**src/rtl/strmv_pkg.sv**
```systemverilog
package strmv_pkg;
  typedef enum logic [1:0] {
    ST_IDLE = 2'd0,
    ST_RD   = 2'd1,
    ST_WR   = 2'd2,
    ST_DONE = 2'd3
  } strmv_state_e;

  localparam logic [1:0] SZ_BYTE  = 2'd0;
  localparam logic [1:0] SZ_WORD  = 2'd1;
  localparam logic [1:0] SZ_DWORD = 2'd2;
endpackage

```
**src/rtl/strmv_index_step.sv**
```systemverilog
module strmv_index_step #(
  parameter int AW = 32
) (
  input  logic [AW-1:0] idx_i,
  input  logic [1:0]    size_i,
  input  logic          a32_i,
  input  logic          down_i,
  output logic [AW-1:0] eff_o,
  output logic [AW-1:0] nxt_o
);
  localparam int HW = AW / 2;

  logic [AW-1:0] delta;
  logic [AW-1:0] full_nxt;
  logic [HW-1:0] half_nxt;

  always_comb begin
    unique case (size_i)
      strmv_pkg::SZ_BYTE: delta = AW'(1);
      strmv_pkg::SZ_WORD: delta = AW'(2);
      default:            delta = AW'(4);
    endcase
  end

  assign full_nxt = down_i ? (idx_i - delta) : (idx_i + delta);
  assign half_nxt = down_i ? (idx_i[HW-1:0] - delta[HW-1:0])
                           : (idx_i[HW-1:0] + delta[HW-1:0]);

  assign eff_o = a32_i ? idx_i : {{(AW-HW){1'b0}}, idx_i[HW-1:0]};
  assign nxt_o = a32_i ? full_nxt : {idx_i[AW-1:HW], half_nxt};
endmodule

```
**src/rtl/strmv_count.sv**
```systemverilog
module strmv_count #(
  parameter int AW = 32
) (
  input  logic [AW-1:0] cnt_i,
  input  logic          a32_i,
  output logic [AW-1:0] dec_o,
  output logic          zero_o,
  output logic          one_o
);
  localparam int HW = AW / 2;

  logic [HW-1:0] half_dec;

  assign half_dec = cnt_i[HW-1:0] - HW'(1);
  assign dec_o    = a32_i ? (cnt_i - AW'(1)) : {cnt_i[AW-1:HW], half_dec};
  assign zero_o   = a32_i ? (cnt_i == '0) : (cnt_i[HW-1:0] == '0);
  assign one_o    = a32_i ? (cnt_i == AW'(1)) : (cnt_i[HW-1:0] == HW'(1));
endmodule

```
**src/rtl/strmv_seq.sv**
```systemverilog
module strmv_seq
  import strmv_pkg::*;
(
  input  logic clk_i,
  input  logic rst_ni,
  input  logic start_i,
  input  logic skip_i,
  input  logic ready_i,
  input  logic last_i,
  output logic load_o,
  output logic cap_o,
  output logic adv_o,
  output logic req_o,
  output logic we_o,
  output logic busy_o,
  output logic done_o
);
  strmv_state_e st_q, st_d;

  always_comb begin
    st_d = st_q;
    unique case (st_q)
      ST_IDLE: if (start_i) st_d = skip_i ? ST_DONE : ST_RD;
      ST_RD:   if (ready_i) st_d = ST_WR;
      ST_WR:   if (ready_i) st_d = last_i ? ST_DONE : ST_RD;
      default: st_d = ST_IDLE;
    endcase
  end

  always_ff @(posedge clk_i or negedge rst_ni) begin
    if (!rst_ni) st_q <= ST_IDLE;
    else         st_q <= st_d;
  end

  assign load_o = (st_q == ST_IDLE) && start_i;
  assign cap_o  = (st_q == ST_RD) && ready_i;
  assign adv_o  = (st_q == ST_WR) && ready_i;
  assign req_o  = (st_q == ST_RD) || (st_q == ST_WR);
  assign we_o   = (st_q == ST_WR);
  assign busy_o = (st_q != ST_IDLE);
  assign done_o = (st_q == ST_DONE);
endmodule

```
**src/rtl/str_move_engine.sv**
```systemverilog
module str_move_engine
  import strmv_pkg::*;
#(
  parameter int AW = 32,
  parameter int DW = 32
) (
  input  logic          clk_i,
  input  logic          rst_ni,
  input  logic          start_i,
  input  logic [1:0]    size_i,
  input  logic          addr32_i,
  input  logic          dir_down_i,
  input  logic          rep_i,
  input  logic [AW-1:0] src_base_i,
  input  logic [AW-1:0] dst_base_i,
  input  logic [AW-1:0] src_idx_i,
  input  logic [AW-1:0] dst_idx_i,
  input  logic [AW-1:0] cnt_i,
  output logic          mem_req_o,
  output logic          mem_we_o,
  output logic [AW-1:0] mem_addr_o,
  output logic [1:0]    mem_size_o,
  output logic [DW-1:0] mem_wdata_o,
  input  logic          mem_ready_i,
  input  logic [DW-1:0] mem_rdata_i,
  output logic          busy_o,
  output logic          done_o,
  output logic [AW-1:0] src_idx_o,
  output logic [AW-1:0] dst_idx_o,
  output logic [AW-1:0] cnt_o
);
  localparam int NIDX = 2;

  logic [1:0]    size_q;
  logic          a32_q, dn_q, rep_q;
  logic [AW-1:0] sbase_q, dbase_q, cnt_q;
  logic [AW-1:0] idx_q [NIDX];
  logic [AW-1:0] idx_eff [NIDX];
  logic [AW-1:0] idx_nxt [NIDX];
  logic [DW-1:0] buf_q;

  logic          load, cap, adv, last, skip;
  logic [AW-1:0] cnt_dec, cnt_in_dec;
  logic          cnt_zero, cnt_one, cnt_in_zero, cnt_in_one;

  // index 0 = source, 1 = destination
  for (genvar g = 0; g < NIDX; g++) begin : g_idx
    strmv_index_step #(.AW(AW)) u_step (
      .idx_i  (idx_q[g]),
      .size_i (size_q),
      .a32_i  (a32_q),
      .down_i (dn_q),
      .eff_o  (idx_eff[g]),
      .nxt_o  (idx_nxt[g])
    );
  end

  strmv_count #(.AW(AW)) u_cnt_run (
    .cnt_i  (cnt_q),
    .a32_i  (a32_q),
    .dec_o  (cnt_dec),
    .zero_o (cnt_zero),
    .one_o  (cnt_one)
  );

  strmv_count #(.AW(AW)) u_cnt_start (
    .cnt_i  (cnt_i),
    .a32_i  (addr32_i),
    .dec_o  (cnt_in_dec),
    .zero_o (cnt_in_zero),
    .one_o  (cnt_in_one)
  );

  assign skip = rep_i && cnt_in_zero;
  assign last = !rep_q || cnt_one || cnt_zero;

  strmv_seq u_seq (
    .clk_i   (clk_i),
    .rst_ni  (rst_ni),
    .start_i (start_i),
    .skip_i  (skip),
    .ready_i (mem_ready_i),
    .last_i  (last),
    .load_o  (load),
    .cap_o   (cap),
    .adv_o   (adv),
    .req_o   (mem_req_o),
    .we_o    (mem_we_o),
    .busy_o  (busy_o),
    .done_o  (done_o)
  );

  always_ff @(posedge clk_i or negedge rst_ni) begin
    if (!rst_ni) begin
      size_q  <= SZ_BYTE;
      a32_q   <= 1'b0;
      dn_q    <= 1'b0;
      rep_q   <= 1'b0;
      sbase_q <= '0;
      dbase_q <= '0;
      cnt_q   <= '0;
      idx_q   <= '{default: '0};
      buf_q   <= '0;
    end else if (load) begin
      size_q   <= size_i;
      a32_q    <= addr32_i;
      dn_q     <= dir_down_i;
      rep_q    <= rep_i;
      sbase_q  <= src_base_i;
      dbase_q  <= dst_base_i;
      cnt_q    <= cnt_i;
      idx_q[0] <= src_idx_i;
      idx_q[1] <= dst_idx_i;
    end else begin
      if (cap) buf_q <= mem_rdata_i;
      if (adv) begin
        idx_q[0] <= idx_nxt[0];
        idx_q[1] <= idx_nxt[1];
        if (rep_q) cnt_q <= cnt_dec;
      end
    end
  end

  assign mem_addr_o  = mem_we_o ? (dbase_q + idx_eff[1]) : (sbase_q + idx_eff[0]);
  assign mem_size_o  = size_q;
  assign mem_wdata_o = buf_q;
  assign src_idx_o   = idx_q[0];
  assign dst_idx_o   = idx_q[1];
  assign cnt_o       = cnt_q;
endmodule

```
**config.mk**
```make
export PLATFORM = sky130hd
export DESIGN_NAME = str_move_engine
export DESIGN_NICKNAME = d
export VERILOG_FILES = /design/src/rtl/strmv_pkg.sv /design/src/rtl/strmv_index_step.sv /design/src/rtl/strmv_count.sv /design/src/rtl/strmv_seq.sv /design/src/rtl/str_move_engine.sv
export SDC_FILE = /design/constraint.sdc
export NUM_CORES = 1
export LEC_CHECK = 0
export ABC_AREA = 0
export BUFFER_PORTS_ARGS = -buffer_cell sky130_fd_sc_hd__buf_2
export CAP_MARGIN = 10
export CORE_ASPECT_RATIO = 0.75
export CORE_MARGIN = 2
export CORE_UTILIZATION = 50
export DETAILED_ROUTE_END_ITERATION = 10
export PLACE_DENSITY = 0.78
export SYNTH_ARGS = -nofsm -noshare
export SYNTH_HDL_FRONTEND = slang
export SYNTH_SLANG_ARGS = --single-unit
export TNS_END_PERCENT = 10
```
**constraint.sdc**
```tcl
create_clock -name clk_i -period 4.3 [get_ports clk_i]
set_input_delay 1.075 -clock clk_i [delete_from_list [all_inputs] [get_ports clk_i]]
set_output_delay 1.075 -clock clk_i [all_outputs]
set_load 0.01 [all_outputs]
```
==> results.py <==
metrics = {
    "setup_path": {
        "cp-start-kind": "flop",
        "r2r_start": "mem_size_o[0]$_DFFE_PN0P_",
        "timing.rr.end": "dst_idx_o[26]$_DFFE_PN0P_",
        "regToRegSetupSlack_ps": 150,
        "critPathMaxFanout": 5,
        "cp_data_required_time_ps": 3220,
        "arrival_ps": 3330,
        "crit_path_end_kind": "primary output",
        "worst-r2r-cell-count": 15,
        "critical_path_class": "reg2out",
    },
    "power": {
        "total_power_w": 0.01938,
        "clock_power_share_pct": 9.1,
        "seq_power_share_pct": 19.5,
        "swShare_pct": 50.99,
        "power_density_nw_per_um2": 1001,
        "peakVddDrop_uv": 418.2,
        "power.internal_w": 0.009498,
        "leakagePower_nw": 9.351,
        "switchingPower_w": 0.009880,
        "power.share.combinational_pct": 71.4,
    },
    "hold_path": {
        "worstHoldStart": "sbase_q[13]$_DFFE_PN0P_",
        "min_path_cells": 2,
        "hold_end": "sbase_q[13]$_DFFE_PN0P_",
        "hold_class": "reg2reg",
    },
    "route": {
        "wirelength_mm": 52.63,
        "post_drt_via_cell_ratio": 5.901,
        "drc": 0,
        "dr.pass1.iters": 5,
        "dr_total_vias": 16020,
        "routedWlPerCell_um": 19.39,
        "first_iter_violations": 1149,
        "drtAntennaViolNets": 0,
    },
    "sta": {
        "rsz0062_at_grt": "yes",
        "fmax_mhz": 227.1,
        "skew_ps": 15.46,
        "drv_slew": 0,
        "fin_crit_ps": 4403,
        "hold_viol_final": 0,
        "hold_slack_ps": 488.2,
        "setup_tns_ps": -509.3,
        "finalCritPeriodShare_pct": 102.4,
        "setup_violations": 8,
        "worst_slack_ps": -103.0,
        "worst_slew_pin_slew_ps": 897.2,
        "relSlewSlack_pct": 40.18,
    },
    "cells_and_area": {
        "layout-drive-gt1-share_pct": 26.91,
        "stdcell_count": 2714,
        "syn2layout_area_growth_pct": 25.20,
        "fillers": 2597,
        "nets": 2633,
    },
    "cts": {
        "clockBufferDepth": 2,
        "root_buffer": "clkbuf_16",
        "path_clk_slew_ps": 80,
        "cts_hold_buf": 0,
        "insertion_delay_ps": 470,
        "cts_tree": "yes",
        "cts_buffers": 17,
        "htreeDepth": 4,
        "cts.sinks": 199,
    },
    "logic_synthesis": {
        "synth_nets": 2264,
        "ys_seq_area_share_pct": 32.20,
        "synthCells": 1929,
        "yosys_warnings": 0,
        "synth_largest_area_cell": "dfrtp_1",
        "synthFlopType": "dfrtp_1",
        "synth_edf_count": 0,
        "synthTopCellsByCount": "nand2_1, dfrtp_1, a21oi_1, o21ai_0, nor2_1",
        "synth_area_um2": 15470,
        "synth-async-reset-ratio_pct": 100.0,
        "synth_top_area_share_pct": 32.20,
        "yosysMostFrequentCell": "nand2_1",
        "postSynthAreaPerCell_um2": 8.018,
        "synthTopCellsByArea": "dfrtp_1, ha_1, nand2_1",
        "ys_seq_elements": 199,
        "yosysUniqueCellTypes": 68,
    },
    "die": {
        "fp.dieW_um": 207.1,
        "io_pins": 367,
        "die_h_um": 156.3,
        "initial_core_util_pct": 51.08,
        "die-area_um2": 32370,
        "design.core.area_um2": 30280,
        "num_rows": 55,
    },
    "placement": {
        "portBuffers": 366,
        "place.gp.congestion": 0.9566,
        "dp_hpwl_mm": 39.20,
        "dp.cells": 2655,
        "dpl_worst_slack_ps": -38.93,
    },
    "global_routing": {
        "antenna_found_initial": 4,
        "track_usage_pct": 31.57,
        "grt.overflow.total": 0,
        "grt_pass1_wl_mm": 82.00,
        "grt_max_degree": 105,
        "grt_pass1_vias": 15700,
    },
    "status": {
        "status": "complete, but fails checks",
        "violations": "negative setup slack",
    },
    "run": {
        "drv_cap": 0,
    },
}
logic make-up after synthesis:
group / synth area share (%)
buffers and inverters: 3.107
adder cells (fa/ha/maj): 11.03
AO/OA/AOI/OAI: 22.09
flip-flops: 32.20
multiplexers: 2.993
AND/OR/NAND/NOR: 21.67
XOR/XNOR: 6.909
final cells by class:
| type | instances | area (µm²) | area share, % |
|---|---|---|---|
| Antenna cell | 4 | 10.01 | 0.05169 |
| Clock buffer | 17 | 425.4 | 2.197 |
| Clock inverter | 15 | 220.2 | 1.137 |
| Inverter | 40 | 150.1 | 0.7754 |
| Multi-Input combinational cell | 1604 | 10650 | 55.02 |
| Sequential cell | 199 | 4989 | 25.76 |
| Tap cell | 399 | 499.2 | 2.578 |
| Timing Repair Buffer | 436 | 2416 | 12.48 |
power groups by stage:
stage,logic [W],registers (W),clock network (W)
2_1_floorplan,0.00849,0.00375,0
3_3_place_gp,0.0123,0.00367,0
3_5_place_dp,0.0126,0.00370,0
4_1_cts,0.0132,0.00373,0.00179
5_1_grt,0.0151,0.00389,0.00187
6_report,0.0138,0.00378,0.00177
critical path, cell delays in order (launching register included):
cell and delay (ps):
dfrtp_1 440, ha_1 420, a21o_1 210, a21o_1 190, a21oi_2 190, o211ai_1 140
o211ai_1 320, buf_4 180, buf_4 90, nand2b_1 70, a211oi_2 230, nor3_2 60
a21o_1 180, buf_2 140
stage by stage:
step / util, % / cell area (µm²)
2_1_floorplan: - / 15470
3_3_place_gp: 59.06 / 17880
3_5_place_dp: 59.06 / 17880
4_1_cts: 63.01 / 19080
5_1_grt: 63.93 / 19360
6_report: 63.95 / 19360
what timing repair did:
action / CTS / global route
pin swaps: 32 / 23
cloned: 1 / 0
gates resized for setup: 84 / 56
setup buffers: 18 / 4
setup endpoints to repair: 17 / 24
sequential cells by signal, indices dropped and copies added (netlist names):
signal and cells:
a32_q 1, mem_wdata_o 32, dbase_q 32, rep_q 1, dst_idx_o 32, u_seq.st_q 2
dn_q 1, src_idx_o 32, cnt_o 32, sbase_q 32, mem_size_o 2
worst max-delay path by stage:
stage	start	to	slack [ps]	cells after the start
2_1_floorplan	a32_q$_DFFE_PN0P_	mem_addr_o[31]	110	15
3_3_place_gp	a32_q$_DFFE_PN0P_	mem_addr_o[31]	40	13
3_5_place_dp	a32_q$_DFFE_PN0P_	mem_addr_o[31]	-40	14
4_1_cts	a32_q$_DFFE_PN0P_	mem_addr_o[31]	-80	14
5_1_grt	src_idx_o[11]$_DFFE_PN0P_	mem_addr_o[31]	-290	13
6_report	src_idx_o[14]$_DFFE_PN0P_	mem_addr_o[27]	-100	13
cell usage in the layout (no fill, tap or decap), drive strengths merged, types with 10 or more instances in the layout:
| cell | Yosys | final |
|---|---|---|
| a211oi | 14 | 14 |
| a21o | 52 | 52 |
| a21oi | 180 | 180 |
| a31oi | 20 | 20 |
| and2 | 42 | 42 |
| and3 | 28 | 28 |
| buf | 14 | 435 |
| clkbuf | 72 | 18 |
| dfrtp | 199 | 199 |
| ha | 130 | 130 |
| inv | 40 | 48 |
| mux2 | 34 | 34 |
| nand2 | 374 | 374 |
| nand2b | 19 | 19 |
| nand3 | 37 | 37 |
| nand4 | 14 | 14 |
| nor2 | 139 | 139 |
| nor2b | 16 | 16 |
| nor3 | 34 | 34 |
| nor4 | 22 | 22 |
| o211ai | 13 | 13 |
| o21a | 17 | 17 |
| o21ai | 161 | 161 |
| o21bai | 13 | 13 |
| o22ai | 14 | 14 |
| o31ai | 10 | 10 |
| xnor2 | 69 | 69 |
| xor2 | 53 | 53 |
routing by layer:
metal  up-vias  wire length, µm  GRT usage, %
met5         -               13             0
met2       751            23660         50.21
met1      7540            22520         41.82
met4         2             2065         13.16
met3       132             4378         6.964
li1       7591                -             -
Power figures use the tool's default switching activity.
